File: src/rtl/boot_loader_pkg.sv
// Shared definitions for the byte-wide PROM boot loader.
// Assumes: mode codes are 3 bits wide and decoded once at reset.
package boot_loader_pkg;

    typedef enum logic [1:0] {
        LOAD_IDLE   = 2'd0,
        LOAD_SERIAL = 2'd1,
        LOAD_UP     = 2'd2,
        LOAD_DOWN   = 2'd3
    } load_mode_t;

    // Map the external 3-bit code to an operating style.
    function automatic load_mode_t decode_mode(input logic [2:0] code);
        case (code)
            3'b000:  decode_mode = LOAD_SERIAL;
            3'b100:  decode_mode = LOAD_UP;
            3'b110:  decode_mode = LOAD_DOWN;
            default: decode_mode = LOAD_IDLE;
        endcase
    endfunction

endpackage

File: src/rtl/cfg_clock_gen.sv
// Divides the system clock into the configuration clock.
// Each half period lasts SLOW_HALF or FAST_HALF system cycles, chosen by
// fast_sel. rise_tick marks the system cycle in which cfg_clk goes high.
// Assumes: both half-period values are at least 1.
module cfg_clock_gen #(
    parameter int SLOW_HALF = 16,
    parameter int FAST_HALF = 2
) (
    input  logic clk,
    input  logic rst_n,
    input  logic run,
    input  logic hold,
    input  logic fast_sel,
    output logic cfg_clk,
    output logic rise_tick
);
    localparam int MAX_HALF = (SLOW_HALF > FAST_HALF) ? SLOW_HALF : FAST_HALF;
    localparam int CNT_W    = $clog2(MAX_HALF + 1);
    localparam logic [CNT_W-1:0] SLOW_LAST = CNT_W'(SLOW_HALF - 1);
    localparam logic [CNT_W-1:0] FAST_LAST = CNT_W'(FAST_HALF - 1);

    logic [CNT_W-1:0] half_cnt;
    logic             clk_q;
    logic             wrap;

    // Half-period end detection; >= covers a switch to a shorter period.
    always_comb begin
        wrap      = half_cnt >= (fast_sel ? FAST_LAST : SLOW_LAST);
        rise_tick = run && !hold && wrap && !clk_q;
    end

    // Count system cycles and toggle the output clock at each half period.
    always_ff @(posedge clk) begin
        if (!rst_n) begin
            half_cnt <= '0;
            clk_q    <= 1'b0;
        end else if (hold || !run) begin
            half_cnt <= '0;
            clk_q    <= 1'b0;
        end else if (wrap) begin
            half_cnt <= '0;
            clk_q    <= ~clk_q;
        end else begin
            half_cnt <= half_cnt + 1'b1;
        end
    end

    assign cfg_clk = clk_q;

    assert_hold_low_R10: assert property (@(posedge clk) disable iff (!rst_n)
        hold |=> !cfg_clk);
    assert_idle_quiet_R2: assert property (@(posedge clk) disable iff (!rst_n)
        !run |=> !cfg_clk);
    assert_tick_raises_R5: assert property (@(posedge clk) disable iff (!rst_n)
        rise_tick |=> cfg_clk);

endmodule

File: src/rtl/prom_addr_gen.sv
// Produces the memory address. During reset it loads the start value for the
// selected mode. Afterwards it steps once per completed byte: up, down, or
// not at all.
// Assumes: mode_sel is steady once reset has been released.
module prom_addr_gen
    import boot_loader_pkg::*;
#(
    parameter int ADDR_W = 18
) (
    input  logic              clk,
    input  logic              rst_n,
    input  load_mode_t        mode_sel,
    input  logic              step,
    input  logic              hold,
    output logic [ADDR_W-1:0] addr
);
    localparam logic [ADDR_W-1:0] TOP_ADDR = '1;

    // Load the start address in reset, then step on each finished byte.
    always_ff @(posedge clk) begin
        if (!rst_n) begin
            addr <= (mode_sel == LOAD_DOWN) ? TOP_ADDR : '0;
        end else if (step && !hold) begin
            case (mode_sel)
                LOAD_UP:   addr <= addr + 1'b1;
                LOAD_DOWN: addr <= addr - 1'b1;
                default:   addr <= addr;
            endcase
        end
    end

    assert_up_step_R3: assert property (@(posedge clk) disable iff (!rst_n)
        (step && !hold && mode_sel == LOAD_UP) |=> addr == $past(addr) + 1'b1);
    assert_down_step_R4: assert property (@(posedge clk) disable iff (!rst_n)
        (step && !hold && mode_sel == LOAD_DOWN) |=> addr == $past(addr) - 1'b1);
    assert_serial_noaddr_R9: assert property (@(posedge clk) disable iff (!rst_n)
        (mode_sel == LOAD_SERIAL) |=> addr == '0);
    assert_frozen_R10: assert property (@(posedge clk) disable iff (!rst_n)
        hold |=> $stable(addr));

endmodule

File: src/rtl/cfg_bit_shifter.sv
// Sends one bit per configuration clock rising edge, either from the memory
// byte (MSB first) or straight from the serial input. It also watches for
// the speed request bit and raises fast_sel at the next byte boundary.
// Assumes: prom_byte is valid when the first bit of a byte is taken.
module cfg_bit_shifter #(
    parameter int SPEED_BIT_POS = 4
) (
    input  logic       clk,
    input  logic       rst_n,
    input  logic       rise_tick,
    input  logic       serial_mode,
    input  logic [7:0] prom_byte,
    input  logic       serial_bit,
    output logic       bit_out,
    output logic       bit_valid,
    output logic       byte_done,
    output logic       fast_sel
);
    localparam int POS_W = $clog2(SPEED_BIT_POS + 2);
    localparam logic [POS_W-1:0] REQ_POS = POS_W'(SPEED_BIT_POS);
    localparam logic [POS_W-1:0] SAT_POS = POS_W'(SPEED_BIT_POS + 1);

    logic [2:0]       bit_idx;
    logic [6:0]       shreg;
    logic [POS_W-1:0] bit_cnt;
    logic             req_pend;
    logic             next_bit;
    logic             req_hit;

    // Choose the next outgoing bit and spot the speed request.
    always_comb begin
        if (serial_mode)
            next_bit = serial_bit;
        else if (bit_idx == 3'd0)
            next_bit = prom_byte[7];
        else
            next_bit = shreg[6];
        req_hit   = (bit_cnt == REQ_POS) && next_bit;
        byte_done = rise_tick && (bit_idx == 3'd7);
    end

    // Shift bits out and keep the in-byte position.
    always_ff @(posedge clk) begin
        if (!rst_n) begin
            bit_idx   <= 3'd0;
            shreg     <= '0;
            bit_out   <= 1'b0;
            bit_valid <= 1'b0;
        end else if (rise_tick) begin
            bit_out   <= next_bit;
            bit_valid <= 1'b1;
            bit_idx   <= bit_idx + 1'b1;
            shreg     <= (bit_idx == 3'd0) ? prom_byte[6:0] : {shreg[5:0], 1'b0};
        end else begin
            bit_valid <= 1'b0;
        end
    end

    // Track the stream position and raise the fast rate at a byte boundary.
    always_ff @(posedge clk) begin
        if (!rst_n) begin
            bit_cnt  <= '0;
            req_pend <= 1'b0;
            fast_sel <= 1'b0;
        end else if (rise_tick) begin
            if (bit_cnt != SAT_POS)
                bit_cnt <= bit_cnt + 1'b1;
            if (req_hit)
                req_pend <= 1'b1;
            if (byte_done && (req_pend || req_hit))
                fast_sel <= 1'b1;
        end
    end

    assert_fast_sticky_R8: assert property (@(posedge clk) disable iff (!rst_n)
        fast_sel |=> fast_sel);
    assert_switch_boundary_R8: assert property (@(posedge clk) disable iff (!rst_n)
        (!fast_sel && !byte_done) |=> !fast_sel);
    assert_single_pulse_R5: assert property (@(posedge clk) disable iff (!rst_n)
        bit_valid |=> !bit_valid);

endmodule

File: src/rtl/prom_boot_loader.sv
// Top level of the byte-wide PROM boot loader. It latches the mode during
// reset and wires together the clock divider, the address generator and the
// bit shifter.
// Assumes: mode_code is settled while rst_n is low, and prom_data follows
// prom_addr within one configuration clock period.
module prom_boot_loader
    import boot_loader_pkg::*;
#(
    parameter int ADDR_W        = 18,
    parameter int SLOW_HALF     = 16,
    parameter int FAST_HALF     = 2,
    parameter int SPEED_BIT_POS = 4
) (
    input  logic              clk,
    input  logic              rst_n,
    input  logic [2:0]        mode_code,
    input  logic              done,
    input  logic [7:0]        prom_data,
    input  logic              serial_din,
    output logic [ADDR_W-1:0] prom_addr,
    output logic              cfg_clk,
    output logic              bit_out,
    output logic              bit_valid
);
    load_mode_t mode_q;
    load_mode_t mode_sel;
    logic       run;
    logic       rise_tick;
    logic       byte_done;
    logic       fast_sel;

    // Latch the decoded mode while reset is held; keep it afterwards.
    always_ff @(posedge clk) begin
        if (!rst_n)
            mode_q <= decode_mode(mode_code);
    end

    // During reset the address start follows the live code.
    always_comb begin
        mode_sel = rst_n ? mode_q : decode_mode(mode_code);
        run      = (mode_q != LOAD_IDLE);
    end

    cfg_clock_gen #(
        .SLOW_HALF (SLOW_HALF),
        .FAST_HALF (FAST_HALF)
    ) u_clk (
        .clk       (clk),
        .rst_n     (rst_n),
        .run       (run),
        .hold      (done),
        .fast_sel  (fast_sel),
        .cfg_clk   (cfg_clk),
        .rise_tick (rise_tick)
    );

    prom_addr_gen #(
        .ADDR_W (ADDR_W)
    ) u_addr (
        .clk      (clk),
        .rst_n    (rst_n),
        .mode_sel (mode_sel),
        .step     (byte_done),
        .hold     (done),
        .addr     (prom_addr)
    );

    cfg_bit_shifter #(
        .SPEED_BIT_POS (SPEED_BIT_POS)
    ) u_shift (
        .clk         (clk),
        .rst_n       (rst_n),
        .rise_tick   (rise_tick),
        .serial_mode (mode_q == LOAD_SERIAL),
        .prom_byte   (prom_data),
        .serial_bit  (serial_din),
        .bit_out     (bit_out),
        .bit_valid   (bit_valid),
        .byte_done   (byte_done),
        .fast_sel    (fast_sel)
    );

    assert_mode_locked_R1: assert property (@(posedge clk) disable iff (!rst_n)
        1'b1 |=> $stable(mode_q));
    assert_valid_on_rise_R5: assert property (@(posedge clk) disable iff (!rst_n)
        bit_valid |-> (cfg_clk && $rose(cfg_clk)));
    assert_no_valid_when_done_R10: assert property (@(posedge clk) disable iff (!rst_n)
        done |=> !bit_valid);

endmodule

File: config.mk
export PLATFORM = sky130hd
export DESIGN_NAME = prom_boot_loader
export DESIGN_NICKNAME = d
export VERILOG_FILES = /design/src/rtl/boot_loader_pkg.sv /design/src/rtl/cfg_clock_gen.sv /design/src/rtl/prom_addr_gen.sv /design/src/rtl/cfg_bit_shifter.sv /design/src/rtl/prom_boot_loader.sv
export SDC_FILE = /design/constraint.sdc
export NUM_CORES = 1
export LEC_CHECK = 0
export ABC_AREA = 1
export BUFFER_PORTS_ARGS = -buffer_cell sky130_fd_sc_hd__buf_2
export CAP_MARGIN = 20
export CORE_MARGIN = 5
export CORE_UTILIZATION = 52
export DETAILED_ROUTE_END_ITERATION = 8
export PLACE_DENSITY = 0.81
export REMOVE_ABC_BUFFERS = 1
export SLEW_MARGIN = 25
export SYNTH_ARGS = -nofsm -noshare
export SYNTH_HDL_FRONTEND = slang
export SYNTH_SLANG_ARGS = --single-unit
export TNS_END_PERCENT = 5
File: constraint.sdc
create_clock -name clk -period 5.5 [get_ports clk]
set_input_delay 0.55 -clock clk [delete_from_list [all_inputs] [get_ports clk]]
set_output_delay 0.55 -clock clk [all_outputs]
set_load 0.01 [all_outputs]
==> run_results.csv <==
group,metric,value,unit
cells_and_area,nFillCells,508,
power_and_ir_drop,vdd_drop_max,132.8,uV
job,cap_violations,0,
detailed_routing,wl_per_cell,13.80,um
synthesis,netlist_area,2979,sq um
setup_path,cp_num_buf_inv,4,
sta,hold_viol_final,0,
cells_and_area,area_delta_synth_final,9.828,%
sta,finalSetupTns,0,ns
floorplanning,die_h,85.69,um
clock_network,clockRootBuffer,"clkbuf_8",
power_and_ir_drop,p_seq_share,51.2,%
global_routing,grt_overflow,0,
synthesis,synthArstFlopShare,0,%
status,outcome,"finished clean",
placement,pre_cts_ws,2.306,ns
synthesis,synth_ff_type,"dfxtp_1",
clock_network,ctsResizeCount,0,
setup_path,cp_top_family,"simple AND/OR/NAND/NOR gates",
power_and_ir_drop,p_int,489.9,uW
setup_path,crit_type,"in -> reg",
sta,setup_viol,0,
synthesis,synth_top_family_by_area,"simple AND/OR/NAND/NOR gates",
synthesis,yosys.area_share.adder,4.620,%
setup_path,cp_data_arrival_time,2.97,ns
setup_path,critPathSlowestCell,"buf_2",
setup_path,crit_path_max_fanout,28,
sta,max_freq,342.1,MHz
synthesis,synth_simple_gate_area_share,36.20,%
synthesis,syn_avg_cell_area,7.196,sq um
clock_network,post_cts_buffers,0,
sta,post-route-period-util,53.15,%
global_routing,grt_pass1_wl,12150,um
floorplanning,die_x,85.69,um
global_routing,antenna_found_initial,0,
detailed_routing,drc,0,
detailed_routing,via_per_inst,5.483,
synthesis,yosys.cell_count.top_type,"nand2_1",
sta,fin_crit,2.923,ns
floorplanning,die_area,7343,sq um
clock_network,cts_buffers,5,
floorplanning,num_rows,27,
synthesis,ys_seq_area_share,34.94,%
detailed_routing,wirelength,7149,um
floorplanning,core-area,5540,sq um
sta,drv_slew,0,
detailed_routing,vias,2840,
power_and_ir_drop,p_per_area,223.6,nW/um^2
power_and_ir_drop,leakagePower,0.001648,uW
worst_hold_path,min_path_type,"reg -> reg",
placement,globalplace.congestion,0.9311,
setup_path,cpMostUsedCell,"nand2_1",
placement,place_hpwl,5265,um
placement,io_buffers,35,
detailed_routing,ant_nets,0,
sta,worstMarginPinSlew,0.6927,ns
global_routing,track_usage,20.39,%
detailed_routing,drt_iter0_markers,379,
synthesis,synth_enable_flop_cells,18,
setup_path,cp_cell_sequence,"buf_2, nand2_1, nand2_4, nand2_4, nand2_1, nand2_1, inv_1, ha_1, inv_1, nand2_1, inv_1, nor2_1, nand2_1, nand2_1, nand2_1, nand2_2, nand2_1, nand2_1, nand2_1, nand3_1, nand2_1",
floorplanning,initial_utilization,53.77,%
floorplanning,ios,36,
clock_network,cts_tree,"done",
sta,setup_slack,2.577,ns
synthesis,synthMuxAreaShare,0,%
power_and_ir_drop,p_clk_share,28.6,%
synthesis,synth.distinct_cells,37,
global_routing,first_global_vias,2692,
synthesis,yosysWarnings,0,
clock_network,clk_pin_slew,0.08,ns
synthesis,ys_ff_latch,43,
setup_path,cp-start-kind,"input port",
sta,finClkSkew,0.007273,ns
global_routing,grt_max_degree,29,
synthesis,yosys-top-cells-area,"edfxtp_1 (18%), dfxtp_1 (17%), nand2_1 (13%)",
detailed_routing,firstDrtPassIters,6,
power_and_ir_drop,swShare,33.03,%
synthesis,synth_compound_area_share,13.02,%
clock_network,ctsHtreeMaxLevel,2,
synthesis,synthXorXnorAreaFrac,2.058,%
clock_network,clk_path_buf_depth,2,
power_and_ir_drop,power.switching,241.7,uW
cells_and_area,drive_above_1_share,17.71,%
synthesis,synth_top_area_cell,"edfxtp_1",
setup_path,cp-end-kind,"flip-flop",
power_and_ir_drop,power_frac_comb,20.2,%
synthesis,yosysTopAreaCellShare,18.14,%
clock_network,clkLatencyLatePin,0.31,ns
clock_network,clkSinkCount,43,
synthesis,ys_top_cells_by_count,"nand2_1 (107), inv_1 (52), nand3_1 (42)",
sta,maxSlewHeadroom,53.22,%
cells_and_area,fin_nets,471,
sta,rsz0062_at_grt,"false",
cells_and_area,num_antenna_cells,0,
clock_network,cts_hold_buf,0,
setup_path,max_stage_delay,0.41,ns
synthesis,synth_cells,414,
setup_path,crit_required,5.54,ns
==> flip-flops by register name (all words and copies together) (netlist names) <==
signal             flops
mode_q                 2
u_addr.addr           18
u_clk.cfg_clk          1
u_clk.half_cnt         5
u_shift.bit_cnt        3
u_shift.bit_idx        3
u_shift.bit_out        1
u_shift.bit_valid      1
u_shift.fast_sel       1
u_shift.req_pend       1
u_shift.shreg          7
==> cell families (layout without fill, tap and decap cells) <==
| group | Yosys count | in the layout |
|---|---|---|
| buf+inv | 66 | 98 |
| fa+ha+maj | 11 | 11 |
| simple gates | 224 | 224 |
| xor+xnor | 7 | 7 |
| flops | 43 | 43 |
| compound gates | 63 | 63 |
==> final timing paths <==
check | start | end | slack, ns | depth (start not counted)
worst min-delay path | u_clk.half_cnt[0] | u_clk.half_cnt[0] | 0.47 | 1
worst max register to register | mode_q[1] | u_addr.addr[12] | 2.95 | 20
worst max-delay path | rst_n | u_addr.addr[12] | 2.58 | 21
worst min register to register | u_clk.half_cnt[0] | u_clk.half_cnt[0] | 0.47 | 1
==> layout make-up <==
class / instances / area, sq um / area share (%)
Inverter: 54 / 202.7 / 6.195
Clock inverter: 3 / 18.77 / 0.5736
Timing Repair Buffer: 36 / 182.7 / 5.583
Multi-Input combinational cell: 305 / 1668 / 50.98
Tap cell: 72 / 90.09 / 2.753
Clock buffer: 5 / 68.82 / 2.103
Sequential cell: 43 / 1041 / 31.82
==> placed cells by master (no fill, tap or decap), types with 2 or more instances in the layout <==
| cell type | synthesis | final |
|---|---|---|
| nand2_4 | 9 | 9 |
| inv_1 | 52 | 52 |
| o21ai_0 | 20 | 19 |
| inv_2 | 2 | 2 |
| xor2_1 | 6 | 6 |
| nor2_4 | 5 | 5 |
| o21a_1 | 2 | 2 |
| nand2_1 | 107 | 107 |
| nand3_1 | 42 | 42 |
| ha_1 | 11 | 11 |
| dfxtp_1 | 25 | 25 |
| nor2_2 | 3 | 4 |
| a31oi_1 | 7 | 7 |
| nand3_2 | 3 | 3 |
| a21oi_1 | 12 | 12 |
| o41ai_1 | 11 | 11 |
| edfxtp_1 | 18 | 18 |
| nor2_1 | 38 | 37 |
| buf_2 | 2 | 35 |
| nand2_2 | 10 | 10 |
| o31ai_1 | 3 | 3 |
| o21ai_1 | 4 | 5 |
| clkbuf_8 | 0 | 5 |
==> through the flow <==
| step | cell area, sq um | utilization, % | power (uW) | hold slack [ns] | cells |
|---|---|---|---|---|---|
| final | 3272 | 59.06 | 731.5 | 0.4686 | 518 |
| after global routing | 3272 | 59.06 | 771.3 | 0.4994 | 518 |
| after CTS | 3272 | 59.06 | 735.7 | 0.4751 | 518 |
| after detailed placement | 3184 | 57.48 | 526.8 | 0.4547 | 510 |
| after global placement | 3182 | 57.43 | 523.5 | 0.4492 | 510 |
| after floorplan | 2909 | - | 477.9 | 0.4299 | 402 |
==> routing by layer <==
layer / GRT usage [%] / wire [um] / vias to the layer above
met5: 0 / 0 / -
met4: 9.065 / 190 / 0
met3: 3.650 / 506 / 23
met2: 33.26 / 3350 / 114
met1: 26.29 / 3102 / 1284
li1: - / - / 1419
==> power by group through the flow <==
stage	clock, uW	sequential [uW]	combinational, uW
4_1_cts	215	373	147
3_5_place_dp	0	380	146
2_1_floorplan	0	379	99.0
5_1_grt	230	376	165
3_3_place_gp	0	381	143
6_report	209	375	148
Note: power is estimated with default switching activity, not from simulation.
